**src/rtl/irq_xfer_engine.sv**
```systemverilog
module irq_xfer_engine #(
  parameter int NCH  = 4,
  parameter int CNTW = 8
) (
  input  logic                                 clk,
  input  logic                                 rst_n,
  input  logic                                 cfg_we,
  input  logic [((NCH > 1) ? $clog2(NCH) : 1)-1:0] cfg_ch,
  input  logic [1:0]                           cfg_sel,
  input  logic [15:0]                          cfg_wdata,
  input  logic [NCH-1:0]                       irq_req,
  output logic [NCH-1:0]                       irq_ack,
  output logic [NCH-1:0]                       cpu_irq,
  output logic                                 stall_req,
  input  logic                                 stall_gnt,
  output logic                                 mem_en,
  output logic [15:0]                          mem_raddr,
  input  logic [15:0]                          mem_rdata,
  output logic [15:0]                          mem_waddr,
  output logic [15:0]                          mem_wdata,
  output logic [1:0]                           mem_be
);
  localparam int CHW = (NCH > 1) ? $clog2(NCH) : 1;
  localparam logic [CNTW-1:0] CNT_FOREVER = '1;

  logic [15:0]     src_q [NCH];
  logic [15:0]     dst_q [NCH];
  logic [CNTW-1:0] cnt_q [NCH];
  logic [3:0]      ctl_q [NCH];
  logic [NCH-1:0]  ack_q, live, elig;
  logic [CHW-1:0]  sel;
  logic            go, word, inc_src, inc_dst;
  logic [15:0]     cur_src, cur_dst, step;
  logic [7:0]      rbyte;

  assign live = irq_req & ~ack_q;

  always_comb begin
    for (int i = 0; i < NCH; i++)
      elig[i] = live[i] && ctl_q[i][0] && (cnt_q[i] != '0);
  end

  always_comb begin
    sel = '0;
    for (int i = NCH - 1; i >= 0; i--)
      if (elig[i]) sel = CHW'(i);
  end

  assign cpu_irq   = live & ~elig;
  assign stall_req = |elig;
  assign go        = stall_req & stall_gnt;
  assign irq_ack   = ack_q;

  assign cur_src = src_q[sel];
  assign cur_dst = dst_q[sel];
  assign word    = ctl_q[sel][1];
  assign inc_src = ctl_q[sel][3:2] == 2'b01;
  assign inc_dst = ctl_q[sel][3:2] == 2'b10;
  assign step    = word ? 16'd2 : 16'd1;

  assign mem_en    = go;
  assign mem_raddr = word ? {cur_src[15:1], 1'b0} : cur_src;
  assign mem_waddr = word ? {cur_dst[15:1], 1'b0} : cur_dst;
  assign rbyte     = cur_src[0] ? mem_rdata[15:8] : mem_rdata[7:0];
  assign mem_wdata = word ? mem_rdata : {rbyte, rbyte};
  assign mem_be    = word ? 2'b11 : (cur_dst[0] ? 2'b10 : 2'b01);

  always_ff @(posedge clk or negedge rst_n) begin
    if (!rst_n) begin
      ack_q <= '0;
      for (int i = 0; i < NCH; i++) begin
        src_q[i] <= '0;
        dst_q[i] <= '0;
        cnt_q[i] <= '0;
        ctl_q[i] <= '0;
      end
    end else begin
      ack_q <= go ? (NCH'(1) << sel) : '0;
      for (int i = 0; i < NCH; i++) begin
        if (go && sel == CHW'(i)) begin
          if (inc_src) src_q[i] <= src_q[i] + step;
          if (inc_dst) dst_q[i] <= dst_q[i] + step;
          if (cnt_q[i] != CNT_FOREVER) cnt_q[i] <= cnt_q[i] - 1'b1;
        end
        if (cfg_we && cfg_ch == CHW'(i)) begin
          case (cfg_sel)
            2'd0: src_q[i] <= cfg_wdata;
            2'd1: dst_q[i] <= cfg_wdata;
            2'd2: cnt_q[i] <= cfg_wdata[CNTW-1:0];
            default: ctl_q[i] <= cfg_wdata[3:0];
          endcase
        end
      end
    end
  end
endmodule

```
**config.mk**
```make
export PLATFORM = sky130hd
export DESIGN_NAME = irq_xfer_engine
export DESIGN_NICKNAME = d
export VERILOG_FILES = /design/src/rtl/irq_xfer_engine.sv
export SDC_FILE = /design/constraint.sdc
export NUM_CORES = 1
export LEC_CHECK = 0
export BUFFER_PORTS_ARGS = -buffer_cell sky130_fd_sc_hd__clkbuf_2
export CORE_MARGIN = 2
export CORE_UTILIZATION = 60
export DETAILED_ROUTE_END_ITERATION = 10
export HOLD_SLACK_MARGIN = 0.08
export PLACE_DENSITY = 0.84
export SKIP_LAST_GASP = 1
export SLEW_MARGIN = 20
export SYNTH_ARGS = -nofsm -noshare
export SYNTH_HDL_FRONTEND = slang
export SYNTH_SLANG_ARGS = --single-unit
```
**constraint.sdc**
```tcl
create_clock -name clk -period 14.5 [get_ports clk]
set_clock_uncertainty 0.1 [all_clocks]
set_input_delay 4.35 -clock clk [delete_from_list [all_inputs] [get_ports clk]]
set_output_delay 4.35 -clock clk [all_outputs]
set_load 0.005 [all_outputs]
```
# ---- After elaboration in Yosys (flattened, before gate mapping)
# Cells that the tools add are included.
dict set report op_classes {
  n_addsub 12
  order_cmp 1
  n_eq_ne 14
  shift 1
  muxes 69
  n_bitwise 7
  reduce_logical 29
}
# op n
set op_table {}
lappend op_table {{two-way mux 16 bit} 37}
lappend op_table {{two-way mux 8 bit} 17}
lappend op_table {{adder 16 x 2 -> 16 bit} 8}
lappend op_table {{binary-select mux 16 bit (select 2 bit)} 2}
lappend op_table {{inequality test 8 bit (second input constant)} 4}
lappend op_table {{nonzero test 8 bit} 4}
lappend op_table {{subtractor 8 x 1 -> 8 bit (second input constant)} 4}
lappend op_table {{logical AND 1 bit} 16}
lappend op_table {{two-way mux 2 bit} 7}
lappend op_table {{== test 2 bit (second input constant)} 6}
lappend op_table {{two-way mux 4 bit} 3}
lappend op_table {{AND 4 bit} 2}
lappend op_table {{binary-select mux 4 bit (select 2 bit)} 1}
lappend op_table {{== test 2 x 1 -> 1 bit (second input constant)} 4}
lappend op_table {{inverter 4 bit} 2}
lappend op_table {{AND reduction 2 bit} 4}
lappend op_table {{logical NOT 2 bit} 3}
lappend op_table {{OR reduction 4 bit} 1}
lappend op_table {{<< shifter 1 x 2 -> 4 bit (first input constant)} 1}
lappend op_table {{greater-or-equal comparator 3 bit (second input constant)} 1}
lappend op_table {{inverter 2 -> 3 bit} 1}
lappend op_table {{OR reduction 3 bit} 1}
lappend op_table {{two-way mux 1 bit} 2}
lappend op_table {{AND 1 bit} 1}
lappend op_table {{inverter 1 bit} 1}
dict set report word_totals {
  reg_bits 180
  input_bits 44
  out_inout_bits 60
  elab_cells 150
}

# ---- Longest topological paths before layout
dict set report logic_depth {
  depth_word 18
  mapped_depth 14
  depth_no_buf 12
}

# ---- Least setup slack after synthesis
# OpenSTA, ideal clock, no wires.
dict set report synth_timing {
  path_type {input port to output port}
  start {input irq_req[1]}
  end {output mem_wdata[10]}
  arrival_ns 6.357
  required_time_ns 10.050
  path_slack_ns 3.693
  path_stages 8
  path_buffers 2
  cell_sequence {nand3b_1 > a31oi_1 > buf_2 > nor2_2 > a221o_2 > buf_2 > nor3_4 > mux2_2}
}
dict set report synth_via {
  elab_chain_len 11
  elab_cells_between_ends 14
  classes_between {10 x mux; 2 x bitwise; 2 x reduce/logical}
}
# item line
set synth_lines {}
lappend synth_lines {{from (decl)} 11} ;# input logic [NCH-1:0] irq_req,
lappend synth_lines {{AND 4 bit (*)} 36} ;# assign live = irq_req & ~ack_q;
lappend synth_lines {{logical AND 1 bit (*) (2 in a row)} 40} ;# elig[i] = live[i] && ctl_q[i][0] && (cnt_q[i] != '0);
lappend synth_lines {{two-way mux 2 bit (*) (2 in a row)} 46} ;# if (elig[i]) sel = CHW'(i);
lappend synth_lines {{inverter 2 -> 3 bit (implied by the code) (*)} {54, 56}}
lappend synth_lines {{binary-select mux 16 bit (select 2 bit)} 54} ;# assign cur_src = src_q[sel];
lappend synth_lines {{two-way mux 16 bit (implied by the code) (2 in a row)} 54}
lappend synth_lines {{two-way mux 8 bit} 64} ;# assign rbyte = cur_src[0] ? mem_rdata[15:8] : mem_rdata[7:0];
lappend synth_lines {{two-way mux 16 bit (*)} 65} ;# assign mem_wdata = word ? mem_rdata : {rbyte, rbyte};
lappend synth_lines {{to (decl)} 20} ;# output logic [15:0] mem_wdata,
# Mark *: on every way between the ends. The rest lies on a longest branch, timed or not. The select of a mux whose other input is x is not followed.

# ---- Final worst setup path
dict set report layout_timing {
  start {input irq_req[3]}
  end {output mem_be[0]}
}
dict set report layout_via {
  elab_chain_len 13
  elab_cells_between_ends 16
  classes_between {12 x mux; 2 x bitwise; 2 x reduce/logical}
}
# item line
set layout_lines {}
lappend layout_lines {{AND 4 bit (*)} 36}
lappend layout_lines {{logical AND 1 bit (*) (2 in a row)} 40}
lappend layout_lines {{two-way mux 2 bit (*) (4 in a row)} 46}
lappend layout_lines {{inverter 2 -> 3 bit (implied by the code) (*)} {55, 56}}
lappend layout_lines {{binary-select mux 16 bit (select 2 bit)} 55} ;# assign cur_dst = dst_q[sel];
lappend layout_lines {{two-way mux 16 bit (implied by the code) (2 in a row)} 55}
lappend layout_lines {{two-way mux 2 bit} 66} ;# assign mem_be = word ? 2'b11 : (cur_dst[0] ? 2'b10 : 2'b01);
lappend layout_lines {{two-way mux 2 bit (*)} 66}
lappend layout_lines {{to (decl)} 21} ;# output logic [1:0] mem_be
# Marked as above.

==> impl_metrics.json <==
{
  "ys_async_sr_fraction_pct": 100,
  "slew_violations": 0,
  "syn_nets": 1472,
  "post_cts_buffers": 0,
  "die_h_um": 146,
  "grt_pass1_vias": 11200,
  "cts_root_buf": "clkbuf_16",
  "drv_cap": 0,
  "io_pins": 104,
  "port_buffers": 103,
  "gp_congestion": 0.953,
  "htree_levels": 4,
  "r2r_start": "cnt_q[0]",
  "core.rowCount": 51,
  "hp-start": "ctl_q[5]",
  "power_density_nw_per_um2": 163,
  "fill_cells": 1604,
  "status": "finished clean",
  "worstPathArrival_ps": 7370,
  "num_vias": 11900,
  "nets": 1524,
  "grt_max_degree": 113,
  "fmax_mhz": 84.6,
  "start_kind": "primary input",
  "die_area_um2": 21200,
  "drtAntennaViolNets": 0,
  "reg2regPathDepth": 13,
  "clk_pin_slew_ps": 60,
  "grt_pass1_wl_um": 60900,
  "holdPathEnd": "ctl_q[5]",
  "whs_ps": 411,
  "syn_inst": 1412,
  "start_util_pct": 61.5,
  "ys_ff_latch": 180,
  "cp_max_fo": 21,
  "rsz0062_at_grt": "no",
  "syn-cell-area_um2": 12000,
  "insertion_delay_ps": 450,
  "vias_per_cell": 6.87,
  "area_growth_pct": 10.5,
  "numClockSinks": 180,
  "drt_wl_total_um": 38200,
  "layout-drive-gt1-share_pct": 14.9,
  "worst_hold_path_type": "flop to flop",
  "ir_drop_uv": 101,
  "cts_buffers": 17,
  "cp.required_ps": 10050,
  "cts_buffer_depth": 2,
  "dr.pass1.iters": 7,
  "core_um2": 19600,
  "r2r_end": "dst_q[30]",
  "hpwlAfterDp_um": 25700,
  "hold_viol": 0,
  "reg2reg_slack_ps": 9710,
  "yosys_warnings": 0,
  "cts_tree": "done",
  "dominantRegCellSynth": "dfrtp_1",
  "slew_headroom_pct": 29.1,
  "worstMarginPinSlew_ps": 1060,
  "p_leak_nw": 5.12,
  "die_w_um": 146,
  "yosysSeqAreaShare_pct": 37.4,
  "fin_tns_setup_ps": 0,
  "min_period_ps": 11820,
  "antenna_found_initial": 0,
  "cts_repair_resize_count": 0,
  "endpoint_kind": "output port",
  "grt-ovfl-total": 0,
  "min_path_cells": 1,
  "diodes": 0,
  "detail_route.iter0.violations": 1525,
  "min_period_over_period_pct": 81.5,
  "path_class": "primary input to output port",
  "drc": 0,
  "postCtsHoldBufs": 0,
  "synthDistinctLibCells": 71,
  "synth_edf_count": 0,
  "grt_use_total_pct": 36.0,
  "avgSynthCellArea_um2": 8.53,
  "setup_viol": 0,
  "wl_per_cell_um": 21.9
}
==> synth_stat cells (3+ instances only) <==
cell	count	share of area, %
a21o_1	4	0.25
dfrtp_1	180	37
mux2_2	36	3.4
o31ai_1	36	2.2
buf_2	17	0.71
or4_1	41	2.6
nor3b_1	10	0.62
a211oi_1	5	0.31
and4_1	8	0.58
a2111oi_2	3	0.37
o2111ai_1	11	0.80
xor2_1	34	2.5
o21ai_1	21	0.87
or3_1	22	1.1
xnor2_1	52	3.8
inv_1	44	1.4
a31oi_1	60	3.1
a31o_2	5	0.36
o211ai_1	16	1.0
and2_1	13	0.68
buf_1	11	0.34
nor4_1	7	0.36
a2111oi_0	10	0.73
nand2_1	146	4.5
nand2b_1	4	0.21
nand3b_1	7	0.44
ha_1	16	1.7
and3_1	21	1.1
mux2i_1	36	3.0
o21ai_0	96	4.0
a22oi_1	32	2.0
or2_2	5	0.26
clkbuf_1	53	1.7
a21oi_1	56	2.3
nand3_1	51	2.1
nand4_1	21	1.1
a2111oi_1	13	1.1
nor2_1	146	4.5
nand4b_1	3	0.22
or4b_1	3	0.25
nor3_1	17	0.71
==> layer usage <==
layer	share of wire, %	wire (um)	vias to the layer above	GRT usage, %
met5	0	0	-	0
met4	3.7	1400	0	13.6
met2	44	16800	826	54.0
met3	13	5030	132	9.03
met1	39	14900	5655	50.4
li1	-	-	5336	-
==> cell families (layout without fill, tap and decap cells) <==
group           count (synthesis)  count (layout)  synth area share, %
compound gates                388             388                 21.1
xor+xnor                       86              86                 6.25
flops                         180             180                 37.4
mux                            72              72                 6.36
fa+ha+maj                      16              16                 1.66
simple gates                  543             543                 23.0
buf+inv                       127             190                 4.20
==> cell usage in the layout (no fill, tap or decap), drive strengths merged, types with 4 or more instances in the layout <==
master | synthesis | layout
dfrtp | 180 | 180
nor2 | 148 | 148
nand2 | 147 | 147
clkbuf | 53 | 121
o21ai | 117 | 117
a31oi | 60 | 60
a21oi | 57 | 57
xnor2 | 52 | 52
nand3 | 52 | 52
inv | 44 | 48
or4 | 42 | 42
o31ai | 37 | 37
mux2 | 36 | 36
mux2i | 36 | 36
xor2 | 34 | 34
a22oi | 32 | 32
a2111oi | 26 | 26
or3 | 22 | 22
and3 | 21 | 21
nand4 | 21 | 21
nor3 | 18 | 18
o211ai | 16 | 16
ha | 16 | 16
and2 | 13 | 13
buf | 30 | 13
o2111ai | 11 | 11
nor4 | 11 | 11
nor3b | 10 | 10
and4 | 8 | 8
nand3b | 7 | 7
a211oi | 6 | 6
a31o | 5 | 5
or2 | 5 | 5
clkinv | 0 | 5
a21o | 4 | 4
nand2b | 4 | 4
or4b | 4 | 4
==> layout make-up <==
cell class | count | area [um2] | area share (%)
Clock inverter | 12 | 154 | 1.16
Timing Repair Buffer | 116 | 622 | 4.67
Sequential cell | 180 | 4500 | 33.9
Multi-Input combinational cell | 1105 | 7090 | 53.3
Inverter | 44 | 165 | 1.24
Clock buffer | 18 | 439 | 3.30
Tap cell | 265 | 332 | 2.49
==> power by group <==
group / internal, mW / switching, mW / leakage (nW)
combinational: 0.331 / 0.484 / 2.69
clock: 0.275 / 0.208 / 0.297
sequential: 0.651 / 0.226 / 2.14
total: 1.26 / 0.917 / 5.12
==> stage by stage <==
stage	area (um2)	setup slack, ps	std cells	util (%)	power, mW
floorplan	12000	3690	1412	-	1.36
global placement	12700	2960	1710	64.8	1.62
detailed placement	12700	2800	1710	64.8	1.66
CTS	13300	2800	1740	67.8	2.14
global route	13300	2520	1740	67.9	2.28
finish	13300	2680	1740	67.9	2.17
==> flip-flops by register name (all words and copies together) (netlist names) <==
signal,cells
irq_ack,4
ctl_q,16
dst_q,64
cnt_q,32
src_q,64
==> worst max-delay path by stage <==
stage               start  cells after the start  slack (ps)             to
3_5_place_dp   irq_req[3]                     10        2800      mem_be[0]
5_1_grt        irq_req[3]                     10        2520      mem_be[0]
3_3_place_gp   irq_req[3]                     10        2960      mem_be[0]
6_report       irq_req[3]                     10        2680      mem_be[0]
4_1_cts        irq_req[3]                     10        2800      mem_be[0]
2_1_floorplan  irq_req[1]                      8        3690  mem_wdata[10]
==> worst max-delay path, cell delays in order <==
cell	delay, ps
clkbuf_2	100
nand3b_1	150
a21oi_1	550
a21oi_1	290
nor2_4	620
buf_4	390
mux2_2	380
o21ai_0	250
or2_2	170
clkbuf_2	110
No activity file was read; power rests on OpenSTA's default activity.
